## src/rtl/ddr3_rstseq_pkg.sv

```systemverilog
package ddr3_rstseq_pkg;

  typedef enum logic [2:0] {
    SQ_IDLE = 3'd0,
    SQ_HOLD = 3'd1,
    SQ_POST = 3'd2,
    SQ_SETL = 3'd3,
    SQ_CKED = 3'd4,
    SQ_DONE = 3'd5
  } sq_state_t;

  // Microseconds to cycles, rounded up, never below one cycle.
  function automatic int unsigned us_to_cyc(int unsigned us, int unsigned khz);
    int unsigned c;
    c = (us * khz + 32'd999) / 32'd1000;
    return (c == 0) ? 32'd1 : c;
  endfunction

  function automatic int unsigned max2(int unsigned a, int unsigned b);
    return (a > b) ? a : b;
  endfunction

endpackage

```

## src/rtl/rstseq_timer.sv

```systemverilog
module rstseq_timer #(
  parameter int unsigned CW = 8
) (
  input  logic          clk,
  input  logic          rst_n,
  input  logic          load,
  input  logic [CW-1:0] load_val,
  output logic          zero
);

  logic [CW-1:0] cnt_q;
  logic [CW-1:0] cnt_d;
  logic          cnt_en;

  always_comb begin
    cnt_en = load | (cnt_q != '0);
    cnt_d  = load ? load_val : (cnt_q - 1'b1);
  end

  always_ff @(posedge clk or negedge rst_n) begin
    if (!rst_n)      cnt_q <= '0;
    else if (cnt_en) cnt_q <= cnt_d;
  end

  assign zero = (cnt_q == '0);

endmodule

```

## src/rtl/rstseq_fsm.sv

```systemverilog
module rstseq_fsm
  import ddr3_rstseq_pkg::*;
#(
  parameter int unsigned CW     = 8,
  parameter int unsigned T_RST  = 4,
  parameter int unsigned T_POST = 4,
  parameter int unsigned T_SET  = 1,
  parameter int unsigned T_HW   = 4
) (
  input  logic          clk,
  input  logic          rst_n,
  input  logic          start_i,
  input  logic          zero,
  output sq_state_t     state,
  output logic          load,
  output logic [CW-1:0] load_val
);

  localparam logic [CW-1:0] L_RST  = CW'(T_RST  - 1);
  localparam logic [CW-1:0] L_POST = CW'(T_POST - 1);
  localparam logic [CW-1:0] L_SET  = CW'(T_SET  - 1);
  localparam logic [CW-1:0] L_HW   = CW'(T_HW   - 1);

  sq_state_t st_q, st_d;

  always_comb begin
    st_d     = st_q;
    load     = 1'b0;
    load_val = '0;
    case (st_q)
      SQ_IDLE, SQ_DONE: begin
        if (start_i) begin
          st_d = SQ_HOLD; load = 1'b1; load_val = L_RST;
        end
      end
      SQ_HOLD: begin
        if (zero) begin
          st_d = SQ_POST; load = 1'b1; load_val = L_POST;
        end
      end
      SQ_POST: begin
        if (zero) begin
          st_d = SQ_SETL; load = 1'b1; load_val = L_SET;
        end
      end
      SQ_SETL: begin
        if (zero) begin
          st_d = SQ_CKED; load = 1'b1; load_val = L_HW;
        end
      end
      SQ_CKED: begin
        if (zero) st_d = SQ_DONE;
      end
      default: st_d = SQ_IDLE;
    endcase
  end

  always_ff @(posedge clk or negedge rst_n) begin
    if (!rst_n) st_q <= SQ_IDLE;
    else        st_q <= st_d;
  end

  assign state = st_q;

endmodule

```

## src/rtl/rstseq_drv.sv

```systemverilog
module rstseq_drv
  import ddr3_rstseq_pkg::*;
(
  input  sq_state_t state,
  input  logic      inv_pol_i,
  output logic      mem_rst_o,
  output logic      cke_o,
  output logic      done_o,
  output logic      busy
);

  logic rst_asserted;

  always_comb begin
    rst_asserted = (state == SQ_IDLE) || (state == SQ_HOLD);
    mem_rst_o    = rst_asserted ? inv_pol_i : ~inv_pol_i;
    cke_o        = (state == SQ_DONE);
    done_o       = (state == SQ_DONE);
    busy         = (state == SQ_HOLD) || (state == SQ_POST) ||
                   (state == SQ_SETL) || (state == SQ_CKED);
  end

endmodule

```

## src/rtl/ddr3_rstseq.sv

```systemverilog
module ddr3_rstseq
  import ddr3_rstseq_pkg::*;
#(
  parameter int unsigned CLK_KHZ   = 400000,
  parameter int unsigned RST_US    = 200,
  parameter int unsigned CKE_US    = 500,
  parameter int unsigned SETTLE_US = 1,
  parameter int unsigned HWDLY_W   = 17,
  parameter int unsigned HWDLY_N   = 3
) (
  input  logic clk,
  input  logic rst_n,
  input  logic start_i,
  input  logic inv_pol_i,
  output logic mem_rst_o,
  output logic cke_o,
  output logic done_o
);

  localparam int unsigned T_RST  = us_to_cyc(RST_US, CLK_KHZ);
  localparam int unsigned T_POST = us_to_cyc(CKE_US, CLK_KHZ);
  localparam int unsigned T_SET  = us_to_cyc(SETTLE_US, CLK_KHZ);
  localparam int unsigned T_HW   = ((32'd1 << HWDLY_W) - 1) * HWDLY_N;
  localparam int unsigned T_MAX  = max2(max2(T_RST, T_POST), max2(T_SET, T_HW));
  localparam int unsigned CW     = $clog2(T_MAX + 1);

  sq_state_t     state;
  logic          load;
  logic [CW-1:0] load_val;
  logic          zero;
  logic          busy;

  rstseq_fsm #(
    .CW(CW), .T_RST(T_RST), .T_POST(T_POST), .T_SET(T_SET), .T_HW(T_HW)
  ) u_fsm (
    .clk(clk), .rst_n(rst_n), .start_i(start_i), .zero(zero),
    .state(state), .load(load), .load_val(load_val)
  );

  rstseq_timer #(.CW(CW)) u_timer (
    .clk(clk), .rst_n(rst_n), .load(load), .load_val(load_val), .zero(zero)
  );

  rstseq_drv u_drv (
    .state(state), .inv_pol_i(inv_pol_i),
    .mem_rst_o(mem_rst_o), .cke_o(cke_o), .done_o(done_o), .busy(busy)
  );

endmodule

```

## config.mk

```make
export PLATFORM = sky130hd
export DESIGN_NAME = ddr3_rstseq
export DESIGN_NICKNAME = d
export VERILOG_FILES = /design/src/rtl/ddr3_rstseq_pkg.sv /design/src/rtl/rstseq_timer.sv /design/src/rtl/rstseq_fsm.sv /design/src/rtl/rstseq_drv.sv /design/src/rtl/ddr3_rstseq.sv
export SDC_FILE = /design/constraint.sdc
export NUM_CORES = 1
export LEC_CHECK = 0
export CELL_PAD_IN_SITES_DETAIL_PLACEMENT = 1
export CELL_PAD_IN_SITES_GLOBAL_PLACEMENT = 1
export CORE_MARGIN = 5
export CORE_UTILIZATION = 45
export DETAILED_ROUTE_END_ITERATION = 6
export DONT_BUFFER_PORTS = 1
export HOLD_SLACK_MARGIN = 0.02
export PLACE_DENSITY_LB_ADDON = 0.1
export SLEW_MARGIN = 0
export SYNTH_ARGS = -nofsm -noshare
export SYNTH_HDL_FRONTEND = slang
export SYNTH_SLANG_ARGS = --single-unit
```

## constraint.sdc

```tcl
create_clock -name clk -period 3.67 [get_ports clk]
set_input_delay 0.1835 -clock clk [delete_from_list [all_inputs] [get_ports clk]]
set_output_delay 0.1835 -clock clk [all_outputs]
set_load 0.005 [all_outputs]
```

# == Yosys cells after proc, flatten, opt, wreduce, memory -nomap -nowiden ==
# Cells that the tools add are included.
# word_totals
mem_count,0
word_cells,38
mem_bits_rw,0
latchBits,0
mem_bits_ro,0
out_inout_bits,3
ff_bits,22
# op_classes
shifts,0
magnitude_cmp,0
muxes,16
add_sub_neg,1
eq_ne,10
div,0
multipliers,0
reduce_logical,7
bitwise_logic,2
# op_table
op,count
$pmux W19 S4,1
$mux W19,2
$logic_not A19 Y1,1
$reduce_bool A19 Y1,1
$sub A19 B1 Y19 const B,1
$mux W18,1
$mux W17,1
$mux W3,5
$pmux W3 S5,1
$ne A2 B2 Y1 const B,5
$mux W9,1
$eq A3 B2 Y1 const B,2
$eq A3 B3 Y1 const B,2
$reduce_and A5 Y1,1
$eq A3 B1 Y1 const B,1
$logic_not A3 Y1,1
$mux W1,3
$reduce_or A3 Y1,1
$pmux W1 S2,1
$reduce_or A2 Y1,1
$logic_or A1 B1 Y1,1
$not A1 Y1,1
$or A1 B1 Y1,1

# == Longest topological paths before layout ==
# logic_depth
word_depth,4
ltp_mapped,8

# == Modules after synthesis ==
# From an unflattened synthesis, not the netlist that was laid out.
# hier_totals
cells_unflattened,182
hier_area_um2,1544.0
# modules_own_cells
module,n_inst,area_each_um2,cells_each
rstseq_timer,1,1117.3,127
rstseq_fsm,1,384.1,48
rstseq_drv,1,42.5,7

# == Worst setup path before layout ==
# OpenSTA, ideal clock, no wires.
# synth_timing
path_type,reg2reg
from,register u_timer.cnt_q[15]
to,register u_timer.cnt_q[16]
setup_time_ns,0.074
arrival_time_ns,1.971
stages_incl_launch_ff,6
n_path_buf,0
period_less_slack_ns,2.045
slack_ns,1.625
cell_sequence,dfrtp_1 -> or4_4 -> or4_4 -> or3_1 -> and3_1 -> o21ai_2
# synth_between
elab_chain_len,4
word_cells_on_any_way,10
# synth_lines
element,line_no,text
"start, declared",rstseq_timer.sv:11,logic [CW-1:0] cnt_q;
"start signal, assigned",rstseq_timer.sv:22,else if (cnt_en) cnt_q <= cnt_d;
branches (longest 4 deep; another with $sub A19 B1 Y19),n/a,
# Parallel ways; which one is timed is not known.
# A chain may end at the register's enable or synchronous reset.

# == Final worst setup path ==
# layout_timing
from,register u_timer.cnt_q[0]
to,register u_fsm.st_q[0] (netlist: u_fsm.state[0])
# layout_between
elab_chain_len,3
word_cells_on_any_way,6
# layout_lines
element,line_no,text
$logic_not A19 Y1 *,rstseq_timer.sv:25,assign zero = (cnt_q == '0);
$ne A2 B2 Y1 (no source line),n/a,
$reduce_and A5 Y1 (no source line) *,n/a,
"end signal, assigned",rstseq_fsm.sv:60,else st_q <= st_d;
"end, declared",rstseq_fsm.sv:24,"sq_state_t st_q, st_d;"
# Every way passes the cells marked *; elsewhere a longest branch is shown, timed or not.

==> metrics.txt <==
status finished clean; CTS Root Cell clkbuf_4; HPWL Detailed 2430 um; RSZ-0062 raised after global routing false; Vias per Instance between 6 and 7; Post-synth EDFFs 0; final wirelength between 3000 and 4000 um; syn avg cell area about 9.3 um^2; largest net degree at the start of global routing 23; Synth Flop Type dfrtp_1; commonest non-fill, non-tap cell in the layout dfrtp_1; Post-CTS Setup Bufs 0; gpl congestion a little under 0.9; Rows 19; Max transition margin 31.2%; I/O pins 7; Yosys cell types 39; DRC viols 0; synthesized area between 0.001 and 0.0015 mm^2; total gr overflow 0; quantity of gates resized following cts 0; Power Total between 300 and 400 uW; DRT iter0 DRCs 20; Core Area 0.00281 mm^2; ANT cells 0; Worst Path Max Fanout 13; final setup fails 0; P per Cell Area approximately 280 mW/mm^2; setup TNS 0 ns; H-tree levels 1; Max-Cap Viols 0; hold slack final approximately 0.057 ns; Net Count, Synth ~150; Vias between 1000 and 1500; initial core utilization a little under half; period utilization around 66%; Routed wire per std cell roughly 19 um; initial antenna violation count 0; Die Area between 0.004 and 0.005 mm^2; Worst EP required 3.87 ns; Num CTS Buffers 3; Setup Skew between 0.0005 and 0.0006 ns; share of cells above drive strength 1 9.86%; worst-margin pin slew about 1.0 ns; GRT Total Usage between 10% and 20%; Sink Count 22; CTS tree yes; Detail Route Antenna Nets 0; Post-synth ARST share between 90% and 100%; CTS Buffer Depth 2; leakage ~0.47 nW; critical path type flop to flop; 1st-pass router iterations 4; NumNets Final about 150; die width roughly 64 um; achievable frequency just over 400 MHz; first-pass GRT wire length between 5000 and 6000 um; worst skew pair latency roughly 0.31 ns; Yosys reg bits 22; CP arrival 2.64 ns; cells after synthesis between 100 and 150; Port Buffer Count 0; Syn-to-layout area delta 4.23%; worst vdd ir 0.000158 V; Tmin final 2.43 ns; most frequent cells in the layout dfrtp_1 (22), nor2_1 (18), o21ai_0 (11), nand2_1 (10), xnor2_1 (9); post-synthesis sequential area ratio roughly two fifths; fin. max-slew vios 0; Synth Warn # 0; CP startpoint kind flop; Reg clk slew, reported paths roughly 0.12 ns; Fin. Hold Viols 0; CP Capture Type flop; worst min path class input port to flop; vias in the first global route about 1200; Die Y roughly 64 um
per-stage QoR:
step           setup WS, ns  utilization (%)  cells  instance area (um^2)
6_report               1.24             49.4    173                  1390
3_3_place_gp           1.32             47.8    168                  1340
5_1_grt               0.950             49.4    173                  1390
3_5_place_dp           1.21             47.8    168                  1340
4_1_cts                1.19             49.4    173                  1390
2_1_floorplan          1.62                -    143                  1330
kinds of logic (layout without fill, tap and decap cells):
| kind of cell | Yosys count | after routing | share of synthesized area [%] |
|---|---|---|---|
| AO/OA/AOI/OAI | 31 | 31 | 15.3 |
| flip-flops | 22 | 22 | 41.4 |
| XOR/XNOR | 16 | 16 | 10.5 |
| adder cells (fa/ha/maj) | 2 | 2 | 1.88 |
| buffers and inverters | 10 | 9 | 3.29 |
| AND/OR/NAND/NOR | 62 | 62 | 27.6 |
registers in the layout, indices dropped and copies added (netlist names):
signal,flops
u_timer.cnt_q,19
u_fsm.state,3
final timing paths:
check / start / slack (ns) / to / cells after the start
max in group asynchronous: rst_n / 2.56 / u_timer.cnt_q[12] / 1
setup / recovery: u_timer.cnt_q[0] / 1.24 / u_fsm.state[0] / 7
hold reg to reg: u_timer.cnt_q[8] / 0.60 / u_timer.cnt_q[8] / 2
min in group asynchronous: rst_n / 0.49 / u_timer.cnt_q[5] / 1
setup reg to reg: u_timer.cnt_q[0] / 1.24 / u_fsm.state[0] / 7
hold / removal: start_i / 0.06 / u_fsm.state[2] / 3
area by class of cell:
| cell class | count | area (um^2) |
|---|---|---|
| Sequential cell | 22 | 551 |
| Tap cell | 31 | 38.8 |
| Timing Repair Buffer | 1 | 10.0 |
| Fill cell | 331 | 1420 |
| Inverter | 4 | 15.0 |
| Clock buffer | 4 | 36.3 |
| Multi-Input combinational cell | 111 | 736 |
report_power, final:
part           switching, mW  internal, mW
combinational        0.00541       0.00179
clock                 0.0730        0.0606
sequential          0.000471         0.243
worst max-delay path, cell delays in order, from the launching register on:
cell and delay (ns):
dfrtp_1 0.44, inv_1 0.10, ha_1 0.14, nor4b_1 0.44, nand4bb_4 0.18, nor2_1 0.66
nand2_1 0.19, o311a_1 0.17
what timing repair did:
action                                  CTS  global route
endpoints found under the setup margin    0             0
hold buffers                              1             0
hold endpoints to repair                 22             0
Yosys cell counts, types with 3 or more instances:
| master | instances | area (um^2) |
|---|---|---|
| o21ai_0 | 11 | 55.1 |
| clkbuf_1 | 3 | 11.3 |
| xor2_1 | 7 | 61.3 |
| nor3_1 | 4 | 20.0 |
| nand2_1 | 10 | 37.5 |
| nand2b_1 | 3 | 18.8 |
| nor4_1 | 3 | 18.8 |
| dfrtp_1 | 22 | 551 |
| and3_1 | 4 | 25.0 |
| nor2_1 | 18 | 67.6 |
| xnor2_1 | 9 | 78.8 |
| a21oi_1 | 6 | 30.0 |
| nand3_1 | 3 | 15.0 |
| inv_1 | 4 | 15.0 |
routing by layer:
| layer | share of wire, % | global-route usage [%] | vias up |
|---|---|---|---|
| li1 | - | - | 516 |
| met1 | 48 | 23.5 | 531 |
| met2 | 47 | 28.5 | 18 |
| met3 | 4.1 | 4.03 | 4 |
| met4 | 1.1 | 3.69 | 0 |
| met5 | 0 | 0 | - |
Note: power is estimated with default switching activity, not from simulation.
